===== config.mk =====
export PLATFORM = sky130hd
export DESIGN_NAME = vec_remap_xlate
export DESIGN_NICKNAME = d
export VERILOG_FILES = /design/src/rtl/vremap_pkg.sv /design/src/rtl/remap_page_reg.sv /design/src/rtl/remap_window.sv /design/src/rtl/remap_target.sv /design/src/rtl/vec_remap_xlate.sv
export SDC_FILE = /design/constraint.sdc
export NUM_CORES = 1
export LEC_CHECK = 0
export BUFFER_PORTS_ARGS = -buffer_cell sky130_fd_sc_hd__buf_2
export CORE_UTILIZATION = 50
export DETAILED_ROUTE_END_ITERATION = 6
export GPL_ROUTABILITY_DRIVEN = 0
export PLACE_DENSITY = 0.84
export SETUP_SLACK_MARGIN = 0.1
export SLEW_MARGIN = 25
export SYNTH_ARGS = -nofsm -noshare
export SYNTH_HDL_FRONTEND = slang
export SYNTH_HIERARCHICAL = 1
export SYNTH_SLANG_ARGS = --single-unit

===== constraint.sdc =====
create_clock -name clk -period 2.05 [get_ports clk]
set_clock_uncertainty 0.1 [all_clocks]
set_input_delay 0.41 -clock clk [delete_from_list [all_inputs] [get_ports clk]]
set_output_delay 0.41 -clock clk [all_outputs]
set_load 0.005 [all_outputs]

===== src/rtl/vremap_pkg.sv =====
package vremap_pkg;

    typedef enum logic {
        TGT_FLASH = 1'b0,
        TGT_SRAM  = 1'b1
    } target_e;

    localparam logic [6:0] REMAP_CMD_DEFAULT = 7'h2E;

endpackage


===== src/rtl/remap_page_reg.sv =====
module remap_page_reg #(
    parameter int PAGE_W     = 21,
    parameter int CMD_W      = 7,
    parameter int RSVD_LO    = 12,
    parameter logic [CMD_W-1:0] REMAP_CODE = 7'h2E
) (
    input  logic              clk,
    input  logic              rst_n,
    input  logic              cmd_valid,
    input  logic [CMD_W-1:0]  cmd_code,
    input  logic [PAGE_W-1:0] cmd_page,
    output logic [PAGE_W-1:0] page_q,
    output logic              err_q
);
    localparam int RSVD_HI = PAGE_W - 3;

    typedef struct packed {
        logic [PAGE_W-1:0] page;
        logic              err;
    } state_t;

    state_t st_d, st_q;
    logic   hit, legal;

    always_comb begin
        hit   = cmd_valid && (cmd_code == REMAP_CODE);
        legal = (cmd_page[RSVD_HI:RSVD_LO] == '0) && !cmd_page[PAGE_W-2];
        st_d      = st_q;
        st_d.err  = hit && !legal;
        if (hit && legal) begin
            st_d.page = cmd_page;
        end
    end

    always_ff @(posedge clk or negedge rst_n) begin
        if (!rst_n) begin
            st_q <= '0;
        end else begin
            st_q <= st_d;
        end
    end

    assign page_q = st_q.page;
    assign err_q  = st_q.err;

    AST_PAGE_LEGAL: assert property (@(posedge clk) disable iff (!rst_n)
        (st_q.page[RSVD_HI:RSVD_LO] == '0) && !st_q.page[PAGE_W-2]);

    AST_REJECT_HOLD: assert property (@(posedge clk) disable iff (!rst_n)
        err_q |-> $stable(page_q));

endmodule


===== src/rtl/remap_window.sv =====
module remap_window #(
    parameter int ADDR_W = 32,
    parameter int OFS_W  = 9,
    parameter int PAGE_W = 21
) (
    input  logic [ADDR_W-1:0] addr,
    input  logic [PAGE_W-1:0] page,
    output logic              in_win,
    output logic [ADDR_W-1:0] xaddr
);
    localparam int PAD_W = ADDR_W - PAGE_W - OFS_W;

    generate
        if (PAD_W > 0) begin : g_pad
            always_comb begin
                in_win = (addr[ADDR_W-1:OFS_W] == '0);
                xaddr  = in_win ? {{PAD_W{1'b0}}, page, addr[OFS_W-1:0]} : addr;
            end
        end else begin : g_nopad
            always_comb begin
                in_win = (addr[ADDR_W-1:OFS_W] == '0);
                xaddr  = in_win ? ADDR_W'({page, addr[OFS_W-1:0]}) : addr;
            end
        end
    endgenerate

endmodule


===== src/rtl/remap_target.sv =====
module remap_target
    import vremap_pkg::*;
#(
    parameter int TAG_W = 4,
    parameter logic [TAG_W-1:0] SRAM_TAG = 4'h2
) (
    input  logic             in_win,
    input  logic [1:0]       page_sel,
    input  logic [TAG_W-1:0] addr_tag,
    output target_e          tgt
);
    always_comb begin
        if (in_win) begin
            tgt = (page_sel == 2'b10) ? TGT_SRAM : TGT_FLASH;
        end else begin
            tgt = (addr_tag == SRAM_TAG) ? TGT_SRAM : TGT_FLASH;
        end
    end

endmodule


===== src/rtl/vec_remap_xlate.sv =====
module vec_remap_xlate
    import vremap_pkg::*;
#(
    parameter int ADDR_W  = 32,
    parameter int OFS_W   = 9,
    parameter int PAGE_W  = 21,
    parameter int CMD_W   = 7,
    parameter int RSVD_LO = 12,
    parameter int TAG_W   = 4,
    parameter logic [TAG_W-1:0] SRAM_TAG   = 4'h2,
    parameter logic [CMD_W-1:0] REMAP_CODE = REMAP_CMD_DEFAULT
) (
    input  logic              clk,
    input  logic              rst_n,
    input  logic              cmd_valid,
    input  logic [CMD_W-1:0]  cmd_code,
    input  logic [PAGE_W-1:0] cmd_page,
    input  logic              req_valid,
    input  logic [ADDR_W-1:0] req_addr,
    output logic              out_valid,
    output logic [ADDR_W-1:0] out_addr,
    output logic              out_sram,
    output logic              cmd_err,
    output logic [ADDR_W-1:0] page_status
);
    localparam int STAT_PAD = ADDR_W - PAGE_W - OFS_W;

    typedef struct packed {
        logic              vld;
        logic [ADDR_W-1:0] addr;
        logic              sram;
    } out_t;

    logic [PAGE_W-1:0] page_q;
    logic              in_win;
    logic [ADDR_W-1:0] xaddr;
    target_e           tgt;
    out_t              o_d, o_q;

    remap_page_reg #(
        .PAGE_W(PAGE_W), .CMD_W(CMD_W), .RSVD_LO(RSVD_LO), .REMAP_CODE(REMAP_CODE)
    ) u_page (
        .clk(clk), .rst_n(rst_n), .cmd_valid(cmd_valid), .cmd_code(cmd_code),
        .cmd_page(cmd_page), .page_q(page_q), .err_q(cmd_err)
    );

    remap_window #(
        .ADDR_W(ADDR_W), .OFS_W(OFS_W), .PAGE_W(PAGE_W)
    ) u_win (
        .addr(req_addr), .page(page_q), .in_win(in_win), .xaddr(xaddr)
    );

    remap_target #(
        .TAG_W(TAG_W), .SRAM_TAG(SRAM_TAG)
    ) u_tgt (
        .in_win(in_win), .page_sel(page_q[PAGE_W-1:PAGE_W-2]),
        .addr_tag(req_addr[ADDR_W-1:ADDR_W-TAG_W]), .tgt(tgt)
    );

    always_comb begin
        o_d     = o_q;
        o_d.vld = req_valid;
        if (req_valid) begin
            o_d.addr = xaddr;
            o_d.sram = (tgt == TGT_SRAM);
        end
    end

    always_ff @(posedge clk or negedge rst_n) begin
        if (!rst_n) begin
            o_q <= '0;
        end else begin
            o_q <= o_d;
        end
    end

    assign out_valid   = o_q.vld;
    assign out_addr    = o_q.addr;
    assign out_sram    = o_q.sram;
    assign page_status = {{STAT_PAD{1'b0}}, page_q, {OFS_W{1'b0}}};

    AST_VALID_LATENCY: assert property (@(posedge clk) disable iff (!rst_n)
        req_valid |=> out_valid);

    AST_PASS_THRU: assert property (@(posedge clk) disable iff (!rst_n)
        (req_valid && (req_addr[ADDR_W-1:OFS_W] != '0)) |=> (out_addr == $past(req_addr)));

    AST_WIN_TARGET: assert property (@(posedge clk) disable iff (!rst_n)
        (req_valid && (req_addr[ADDR_W-1:OFS_W] == '0)) |=> (out_sram == $past(page_q[PAGE_W-1])));

    AST_WIN_OFFSET: assert property (@(posedge clk) disable iff (!rst_n)
        (req_valid && (req_addr[ADDR_W-1:OFS_W] == '0))
            |=> (out_addr[OFS_W-1:0] == $past(req_addr[OFS_W-1:0])));

endmodule


Word level (Yosys, flattened, before mapping)
Cells that the tools add are included.
Widths: inputs -> output; s select.
{"block": "op_classes", "n_eq_ne": 3, "mux": 4, "n_addsub": 0, "multipliers": 0, "magnitude_cmp": 0, "div_mod_pow": 0, "shift": 0, "n_reduce_logical": 8, "n_bitwise": 0}
{"cell": "$mux 32", "count": 1}
{"cell": "$logic_not 23->1", "count": 1}
{"cell": "$eq 7x6->1 const B", "count": 1}
{"cell": "$logic_not 7->1", "count": 1}
{"cell": "$eq 4x2->1 const B", "count": 1}
{"cell": "$logic_and 1x1->1", "count": 4}
{"cell": "$mux 1", "count": 3}
{"cell": "$eq 2x2->1 const B", "count": 1}
{"cell": "$logic_not 1->1", "count": 2}
{"block": "totals", "word_cells": 20, "output_inout_bits": 67, "latchBits": 0, "regBits": 56, "memories": 0, "ram_bits": 0, "mem_bits_ro": 0, "input_bits": 64}

Depth between registers and ports, before layout
Gate-level depths: netlist (run 1).
{"block": "logic_depth", "ltp_word": 4, "depth_mapped": 7, "mapped_depth_nobuf": 6}

Cells and area by module
The synthesis (run 1) kept the hierarchy.
{"mod": "vec_remap_xlate", "seq_area_each_um2": 850.8, "cells_each": 83, "n_inst": 1, "area_each_um2": 1492.7}
{"mod": "remap_page_reg", "seq_area_each_um2": 550.5, "cells_each": 52, "n_inst": 1, "area_each_um2": 894.6}
{"mod": "remap_window", "seq_area_each_um2": 0.0, "cells_each": 45, "n_inst": 1, "area_each_um2": 362.8}
{"mod": "remap_target", "seq_area_each_um2": 0.0, "cells_each": 3, "n_inst": 1, "area_each_um2": 22.5}

Worst setup path before layout (run 1)
No wires, ideal clock.
{"block": "synth_timing", "kind": "input port to flip-flop", "from": "in req_addr[16]", "to": "reg o_q (netlist bit out_sram)", "n_path_buf": 1, "t_arrival_ns": 1.667, "setup_slack_ns": 0.158, "cell_stages": 6, "path_cell_list": "or4_4 > nor2_4 > buf_6 > and2_1 > o21ai_1 > mux2_2"}
{"block": "synth_between", "elab_chain_cells": 2}
{"item": "from (decl)", "line_no": "vec_remap_xlate.sv:19", "rtl": "input logic [ADDR_W-1:0] req_addr,"}
{"item": "$logic_not 23->1", "line_no": "remap_window.sv:16", "rtl": "in_win = (addr[ADDR_W-1:OFS_W] == '0);"}
{"item": "net in_win", "line_no": "vec_remap_xlate.sv:35", "rtl": "logic in_win;"}
{"item": "$mux 1", "line_no": "remap_target.sv:13", "rtl": "if (in_win) begin"}
{"item": "net tgt", "line_no": "vec_remap_xlate.sv:37", "rtl": "target_e tgt;"}
{"item": "to (signal assigned)", "line_no": "vec_remap_xlate.sv:71", "rtl": "o_q <= '0;"}
{"item": "to (signal assigned)", "line_no": "vec_remap_xlate.sv:73", "rtl": "o_q <= o_d;"}
{"item": "to (decl)", "line_no": "vec_remap_xlate.sv:38", "rtl": "out_t o_d, o_q;"}
The timed path passes the listed nets, and every way through them passes these cells.
A chain may end at the register's enable or synchronous reset.

Final worst setup path (run 1)
{"block": "layout_timing", "from": "in req_addr[9]", "to": "reg o_q (netlist bit out_sram)"}
The elaborated chain is that of the path after synthesis.

==> results of run 1 <==
[final timing paths]
path                                                     from                       endpoint  slack, ns  cells after the start
worst max-delay path                              req_addr[9]           out_sram$_DFFE_PN0P_       0.43                      7
worst min-delay path                                req_valid            out_valid$_DFF_PN0_       0.22                      1
min in group asynchronous                               rst_n  u_page/page_q[18]$_DFFE_PN0P_       0.52                      3
max in group asynchronous                               rst_n       out_addr[10]$_DFFE_PN0P_       1.08                      3
worst min register to register        out_addr[6]$_DFFE_PN0P_        out_addr[6]$_DFFE_PN0P_       0.41                      1
worst max register to register  u_page/page_q[20]$_DFFE_PN0P_       out_addr[29]$_DFFE_PN0P_       0.95                      2
[cell usage after synthesis (all sizes together) (2+ instances only)]
master	n
clkbuf	3
buf	29
mux2	46
or4	2
dfrtp	56
and2	9
nor4	5
a31o	21
[layout make-up]
class	instances	area, um2	area share, %
Tap cell	70	87.58	2.551
Sequential cell	56	1401	40.82
Clock buffer	7	86.33	2.515
Clock inverter	1	7.507	0.2187
Multi-Input combinational cell	105	1132	32.98
Timing Repair Buffer	130	718.2	20.92
[sequential cells by signal, summed over array words and instances, names as in the netlist]
register and count:
out_addr 32, out_sram 1, out_valid 1, u_page/page_q 21, u_page/err_q 1
[cell usage in the layout, fill, tap and decap left out]
master and n:
a21oi_1 1, a31o_1 21, and2_1 9, and4_1 1
and4b_1 1, and4bb_1 1, buf_12 3, buf_2 119
buf_4 7, clkbuf_1 1, clkbuf_8 6, clkinvlp_4 1
conb_1 11, dfrtp_1 56, dlygate4sd3_1 1, mux2_2 4
mux2_4 42, nand2_1 1, nand3b_1 1, nand4_2 1
nor2_4 1, nor3_1 1, nor4_1 3, nor4_4 2
o21ai_1 1, or4_4 2, or4b_1 1
[through the flow]
stage	utilization, %	worst slack, ns	cells	hold WS (ns)	cell area, um2
finish	65.55	0.4257	369	0.2190	3433
CTS	65.55	0.4298	369	0.2097	3433
global placement	63.57	0.09278	360	0.3280	3329
detailed placement	63.57	0.09784	360	0.3303	3329
global route	65.55	0.3300	369	0.1970	3433
floorplan	-	0.1584	193	0.01441	2810
[metal layers]
| metal | up-vias | track usage (%) |
|---|---|---|
| li1 | 857 | - |
| met1 | 893 | 26.16 |
| met2 | 87 | 34.95 |
| met3 | 8 | 5.629 |
| met4 | 0 | 5.769 |
| met5 | - | 0 |
[where the power goes]
group / internal, uW / total (uW) / switching (uW)
registers: 1170 / 1200 / 35.1
logic: 209 / 344 / 135
clock network: 275 / 611 / 336
[kinds of logic after synthesis]
kind of cell / Yosys count / synth area share, %
compound gates: 23 / 6.994
buf+inv: 32 / 9.973
flops: 56 / 50.54
mux: 46 / 24.37
other cells: 1 / 0.1352
simple gates: 25 / 7.987
[worst max-delay path, cell delays in order]
cell and delay [ns]:
buf_2 0.10, nor4_1 0.35, buf_4 0.17, and4_1 0.21, and2_1 0.15, o21ai_1 0.07
mux2_2 0.25
==> flow_metrics.tcl, run 1 <==
set metrics [dict create \
    yosysUniqueCellTypes 25 \
    drc_errors 0 \
    crit_path_start_kind "input port" \
    layout-drive-gt1-share_pct 62.88 \
    max_freq_mhz 615.6 \
    ys.flop_type "dfrtp_1" \
    wire_per_inst_um 15.50 \
    power_density_nw_per_um2 628.9 \
    top_layer_used "met4" \
    p_leak_uw 0.001869 \
    syn_inst 183 \
    cts_max_level 2 \
    path_clk_slew_ns 0.09 \
    setup_viol 0 \
    core_um2 5238 \
    maxSlewViolCount 0 \
    initial_core_util_pct 52.94 \
    nets 362 \
    grt_pass1_wl_um 9349 \
    grt-ovfl-total 0 \
    postCtsHoldBufs 1 \
    antenna_found_initial 0 \
    synth-async-reset-ratio_pct 100.0 \
    die_area_um2 5847 \
    ios 131 \
    cts_made_buffers 5 \
    num_rows 26 \
    drt_iter0_markers 73 \
    syn_to_final_growth_pct 23.83 \
    power_uw 2159 \
    clk_latency_ns 0.30 \
    die_width_um 76.47 \
    vias 1845 \
    synth-seq-cells 56 \
    detail-route-antenna-nets 0 \
    crit_type "input port to flop" \
    cts_buffer_depth 2 \
    fin_crit_sh_pct 79.24 \
    rsz0062_at_grt "no" \
    cts_resized 0 \
    wl_met2_um 2899 \
    first_global_vias 1853 \
    synth-edff-count 0 \
    first_pass_iters 4 \
    tns_ns 0 \
    cp.required_ns 2.15 \
    critPathArrivalTime_ns 1.72 \
    status "finished clean" \
    dpl.hpwl_um 4190 \
    root_buffer "clkbuf_8" \
    synthTopCellsByArea "dfrtp_1 (51%), mux2_4 (23%), a31o_1 (6.6%), buf_4 (5.4%), buf_12 (2.2%)" \
    min_path_type "input port to flop" \
    crit_fanout 3 \
    grt_usage_pct 20.74 \
    grt_max_degree 57 \
    diodes 0 \
    syn_area_um2 2773 \
    wl_met1_um 2387 \
    n_fill_cell 403 \
    yosysTopAreaCellShare_pct 50.54 \
    cap_violations 0 \
    ir_drop_mv 0.4259 \
    synth_top_area_cell "dfrtp_1" \
    ys_warn_count 6 \
    period_minus_slack_ns 1.624 \
    finalHoldViolCount 0 \
    postSynthAreaPerCell_um2 15.15 \
    cts_tree "done" \
    port_buffers 119 \
    wl_um 5719 \
    cp-end-kind "flop" \
    yosysSeqAreaShare_pct 50.54 \
    cts_setup_buffers 0 \
    wl_met3_um 363 \
    drt-vias-per-instance 5.000 \
    clock_sinks 56 \
    die_y_um 76.47 \
]
No activity file was read; power rests on OpenSTA's default activity.
==> inputs of run 2 (changes only) <==
--- a/config.mk
+++ b/config.mk
@@ -6,10 +6,10 @@
 export NUM_CORES = 1
 export LEC_CHECK = 0
 export BUFFER_PORTS_ARGS = -buffer_cell sky130_fd_sc_hd__buf_2
-export CORE_UTILIZATION = 50
+export CORE_UTILIZATION = 46
 export DETAILED_ROUTE_END_ITERATION = 6
 export GPL_ROUTABILITY_DRIVEN = 0
-export PLACE_DENSITY = 0.84
+export PLACE_DENSITY = 0.78
 export SETUP_SLACK_MARGIN = 0.1
 export SLEW_MARGIN = 25
 export SYNTH_ARGS = -nofsm -noshare
==> constraint.sdc (replaced) <==
create_clock -name clk -period 1.5 [get_ports clk]
set_clock_uncertainty 0.1 [all_clocks]
set_input_delay 0.3 -clock clk [delete_from_list [all_inputs] [get_ports clk]]
set_output_delay 0.3 -clock clk [all_outputs]
set_load 0.005 [all_outputs]
==> flow_metrics.tcl, run 2 (synthesis results as in run 1) <==
set metrics [dict create \
    detail-route-antenna-nets 0 \
    port_buffers 119 \
    cts_made_buffers 5 \
    first_pass_iters 2 \
    nets 371 \
    die_area_um2 6342 \
    cpMaxStageDelayCell "or4_4" \
    cts_buffer_depth 2 \
    wl_met2_um 2871 \
    place_area_um2 3418 \
    ir_drop_mv 0.5651 \
    top_layer_used "met4" \
    drt-vias-per-instance 4.982 \
    clock_sinks 56 \
    grt_pass1_wl_um 9156 \
    largest_reg_flops 32 \
    layout-drive-gt1-share_pct 64.94 \
    drt_iter0_markers 50 \
    status "finished clean" \
    wl_met3_um 418 \
    critPathBufInv 1 \
    rsz0062_at_grt "yes" \
    grt_usage_pct 19.35 \
    ios 131 \
    cp-end-kind "flop" \
    initial_core_util_pct 49.15 \
    seqCellArea_um2 1401 \
    dpl.hpwl_um 4518 \
    num_rows 27 \
    timing.rr.start "u_page/page_q[20]$_DFFE_PN0P_" \
    diodes 0 \
    maxSlewViolCount 0 \
    path_clk_slew_ns 0.09 \
    fin_crit_sh_pct 95.82 \
    wl_um 5902 \
    root_buffer "clkbuf_8" \
    power_density_nw_per_um2 861.8 \
    critical-path-max-stage-delay_ns 0.54 \
    path_cells "buf_6, or4_4, nor2_4, and2_4, o21ai_2, mux2_4" \
    cts_max_level 2 \
    cp_top_family "simple AND/OR/NAND/NOR gates" \
    finalHoldViolCount 0 \
    cts_tree "done" \
    crit_fanout 3 \
    period_minus_slack_ns 1.437 \
    wl_met1_um 2504 \
    die_y_um 79.64 \
    cp.required_ns 1.59 \
    vias 1893 \
    first_global_vias 1920 \
    crit_path_start_kind "input port" \
    die_width_um 79.64 \
    cap_violations 0 \
    drc_errors 0 \
    critPathArrivalTime_ns 1.53 \
    multi_input_area_um2 1145 \
    min_path_type "input port to flop" \
    grt_max_degree 57 \
    critPathLaunch "req_addr[14]" \
    crit_type "input port to flop" \
    final_common_cell "buf_2" \
    mostFrequentLayoutCells "buf_2 (115), dfrtp_1 (56), mux2_4 (43), a31o_1 (21)" \
    finalInstanceArea_um2 3582 \
    n_fill_cell 431 \
    p_leak_uw 0.001947 \
    hold_start "cmd_page[6]" \
    wire_per_inst_um 15.53 \
    antenna_found_initial 0 \
    setup_viol 0 \
    grt-ovfl-total 0 \
    core_um2 5642 \
    tns_ns 0 \
    max_freq_mhz 695.8 \
    clk_latency_ns 0.30 \
    syn_to_final_growth_pct 29.20 \
]
[run 2: timing repair]
action,CTS,global route
hold buffers,1,0
pin swaps,3,4
setup buffers,0,0
setup endpoints to repair,15,17
hold endpoints to repair,56,0
gates resized for setup,6,4
[run 2: report_power, final]
group	total, uW	internal (uW)	leakage, uW	switching (uW)
logic	495	308	0.00118	188
registers	1650	1600	0.000707	50.0
clock network	944	496	0.0000552	448
[run 2: worst paths after layout]
path                                                end  slack [ns]  cells past startpoint
hold reg to reg                 out_addr[6]$_DFFE_PN0P_        0.41                      1
setup reg to reg               out_addr[29]$_DFFE_PN0P_        0.38                      2
setup / recovery                   out_sram$_DFFE_PN0P_        0.06                      6
max in group asynchronous  u_page/page_q[2]$_DFFE_PN0P_        0.64                      3
hold / removal             u_page/page_q[6]$_DFFE_PN0P_        0.12                      2
min in group asynchronous      out_addr[22]$_DFFE_PN0P_        0.41                      3
[run 2: cell type report]
class,count,share of cell area (%)
multi-input cells,105,31.96
well taps,72,2.515
clock buffers,6,2.026
flip-flops and latches,56,39.12
clock inverters,2,0.9780
repair buffers,139,23.40
[run 2: stage by stage]
stage	total power (uW)	hold slack, ns	util, %	std cells	worst slack, ns
after floorplan	1943	-0.09559	-	193	-0.2677
after global placement	2151	0.2203	60.59	371	-0.2358
after detailed placement	2168	0.2197	60.59	371	-0.2617
after CTS	3122	0.1119	63.14	380	0.07459
after global routing	3238	0.1110	63.50	380	0.04961
final	3087	0.1219	63.50	380	0.06271
[run 2: per-layer routing]
| layer | global-route usage (%) | vias up |
|---|---|---|
| met5 | 0 | - |
| met3 | 4.343 | 8 |
| li1 | - | 876 |
| met4 | 8.000 | 0 |
| met1 | 23.33 | 915 |
| met2 | 33.16 | 94 |
==> inputs of run 3 (changes only) <==
--- a/config.mk
+++ b/config.mk
@@ -5,8 +5,8 @@
 export SDC_FILE = /design/constraint.sdc
 export NUM_CORES = 1
 export LEC_CHECK = 0
-export BUFFER_PORTS_ARGS = -buffer_cell sky130_fd_sc_hd__buf_2
-export CORE_UTILIZATION = 46
+export BUFFER_PORTS_ARGS = -buffer_cell sky130_fd_sc_hd__clkbuf_2
+export CORE_UTILIZATION = 44
 export DETAILED_ROUTE_END_ITERATION = 6
 export GPL_ROUTABILITY_DRIVEN = 0
 export PLACE_DENSITY = 0.78
@@ -14,5 +14,4 @@
 export SLEW_MARGIN = 25
 export SYNTH_ARGS = -nofsm -noshare
 export SYNTH_HDL_FRONTEND = slang
-export SYNTH_HIERARCHICAL = 1
 export SYNTH_SLANG_ARGS = --single-unit
==> flow_metrics.tcl, run 3 <==
set metrics [dict create \
    cts_max_level 2 \
    min_path_type "input port to flop" \
    ir_drop_mv 0.3937 \
    ios 131 \
    p_int_uw 2120 \
    grt_pass1_wl_um 8162 \
    cp_top_family "simple AND/OR/NAND/NOR gates" \
    first_global_vias 1767 \
    p_sw_uw 678.9 \
    root_buffer "clkbuf_8" \
    cp-end-kind "flop" \
    clk_latency_ns 0.30 \
    ys_warn_count 0 \
    grt-ovfl-total 0 \
    postSynthAreaPerCell_um2 12.17 \
    num_rows 26 \
    critical-path-max-stage-delay_ns 0.53 \
    synth-seq-cells 56 \
    layout-drive-gt1-share_pct 56.02 \
    path_cells "clkbuf_2, or4_4, nor2_4, nand3_2, buf_12, mux2_4" \
    yosysTopAreaCellShare_pct 58.73 \
    final_common_cell "clkbuf_2" \
    dp_cells 394 \
    wire_per_inst_um 13.43 \
    grt_usage_pct 19.26 \
    cts_tree "done" \
    sw_frac_of_total_pct 24.25 \
    largest_reg_flops 32 \
    vias 1997 \
    crit_fanout 17 \
    yosysUniqueCellTypes 26 \
    cap_violations 0 \
    fin_crit_sh_pct 101.4 \
    synth-edff-count 0 \
    die_width_um 75.64 \
    cts_made_buffers 5 \
    drt-vias-per-instance 4.968 \
    first_pass_iters 4 \
    critPathArrivalTime_ns 1.61 \
    initial_core_util_pct 46.13 \
    wl_um 5398 \
    dpl.hpwl_um 4262 \
    synthTopCellsByArea "dfrtp_1 (59%), mux2_4 (8.2%), a31oi_1 (5.8%), mux2_2 (5.2%), a21oi_1 (4.4%)" \
    power_density_nw_per_um2 841.7 \
    violations "negative setup slack" \
    finalInstanceArea_um2 3326 \
    setup_slack_ns -0.02066 \
    crit_path_start_kind "input port" \
    cts_buffer_depth 2 \
    mostFrequentLayoutCells "clkbuf_2 (118), dfrtp_1 (56), nor2_1 (22), a31oi_1 (20), a21oi_1 (19)" \
    seq_power_share_pct 58.4 \
    period_minus_slack_ns 1.521 \
    die_y_um 75.64 \
    drt_iter0_markers 94 \
    syn_inst 196 \
    nets 396 \
    core_um2 5172 \
    syn_to_final_growth_pct 39.38 \
    cp.required_ns 1.59 \
    finalNonFillerCells 402 \
    syn_area_um2 2386 \
    crit_type "input port to flop" \
    max_freq_mhz 657.6 \
    clock_sinks 56 \
    diodes 0 \
    die_area_um2 5721 \
    maxSlewViolCount 0 \
    whs_ns 0.1206 \
    synth_common_cells "dfrtp_1 (56), nor2_1 (23), a31oi_1 (22), a21oi_1 (21), mux2_4 (13)" \
    n_fill_cell 424 \
    yosysMostFrequentCell "dfrtp_1" \
    detail-route-antenna-nets 0 \
    synth-async-reset-ratio_pct 100.0 \
    grt_max_degree 57 \
    yosysSeqAreaShare_pct 58.73 \
    cpMaxStageDelayCell "or4_4" \
    p_leak_uw 0.001742 \
    drc_errors 0 \
    critPathBufInv 2 \
    rsz0062_at_grt "yes" \
    place_area_um2 3192 \
    clkPwrFrac_pct 27.6 \
    antenna_found_initial 0 \
    status "complete, but fails checks" \
    setup_viol 13 \
    port_buffers 119 \
    power_frac_comb_pct 14.0 \
    finalHoldViolCount 0 \
    synth_top_area_cell "dfrtp_1" \
    path_clk_slew_ns 0.10 \
    ys.flop_type "dfrtp_1" \
]
-- run 3: metrics by stage --
stage / setup TNS [ns] / setup WS [ns] / total power, uW / utilization, %
3_3_place_gp: -8.498 / -0.3091 / 2040 / 61.71
5_1_grt: -0.3787 / -0.03886 / 2954 / 64.30
4_1_cts: -0.1961 / -0.02487 / 2817 / 63.52
2_1_floorplan: -3.016 / -0.2209 / 1816 / -
3_5_place_dp: -10.92 / -0.3546 / 2054 / 61.71
6_report: -0.1411 / -0.02066 / 2799 / 64.30
-- run 3: path summary, 6_finish.rpt --
kind	startpoint	to	slack (ns)	depth (start not counted)
worst min register to register	out_addr[3]$_DFFE_PN0P_	out_addr[3]$_DFFE_PN0P_	0.41	1
min in group asynchronous	rst_n	out_addr[24]$_DFFE_PN0P_	0.46	3
worst min-delay path	req_addr[8]	out_addr[8]$_DFFE_PN0P_	0.12	2
worst max register to register	u_page.page_q[19]$_DFFE_PN0P_	out_sram$_DFFE_PN0P_	0.56	3
worst max-delay path	cmd_page[17]	u_page.page_q[1]$_DFFE_PN0P_	-0.02	6
max in group asynchronous	rst_n	out_addr[13]$_DFFE_PN0P_	0.61	3
-- run 3: layout make-up --
cell class / count / area [um2] / area share [%]
Multi-Input combinational cell: 125 / 920.9 / 27.69
Sequential cell: 56 / 1401 / 42.14
Clock inverter: 1 / 5.005 / 0.1505
Timing Repair Buffer: 142 / 830.8 / 24.98
Tap cell: 70 / 87.58 / 2.634
Inverter: 2 / 7.507 / 0.2257
Clock buffer: 6 / 72.57 / 2.182
-- run 3: what timing repair did --
action | 4_1_cts | 5_1_grt
endpoints found under the setup margin | 24 | 23
pin swaps | 0 | 2
hold endpoints to repair | 56 | 0
gates resized for setup | 1 | 9
setup buffers | 0 | 0
hold buffers | 1 | 0
-- run 3: logic make-up after synthesis --
family	share of synthesized area (%)
AND/OR/NAND/NOR	10.54
buffers and inverters	6.398
AO/OA/AOI/OAI	10.80
multiplexers	13.37
other	0.1572
flip-flops	58.73
-- run 3: power by group through the flow --
stage	Combinational [uW]	Sequential, uW	Clock, uW
3_5_place_dp	388	1670	0
4_1_cts	392	1640	788
6_report	393	1640	772
2_1_floorplan	146	1670	0
3_3_place_gp	377	1660	0
5_1_grt	445	1650	859
-- run 3: per-layer routing --
layer / global-route usage [%] / routed length (um)
met3: 4.630 / 309
met4: 7.819 / 110
met5: 0 / 0
met1: 25.00 / 2280
met2: 31.15 / 2696
-- run 3: worst reg2reg max path: cells and delay by family (launching register included) --
family	cells	cell delay, ns
compound gates	2	0.26
buf+inv	1	0.08
flops	1	0.38
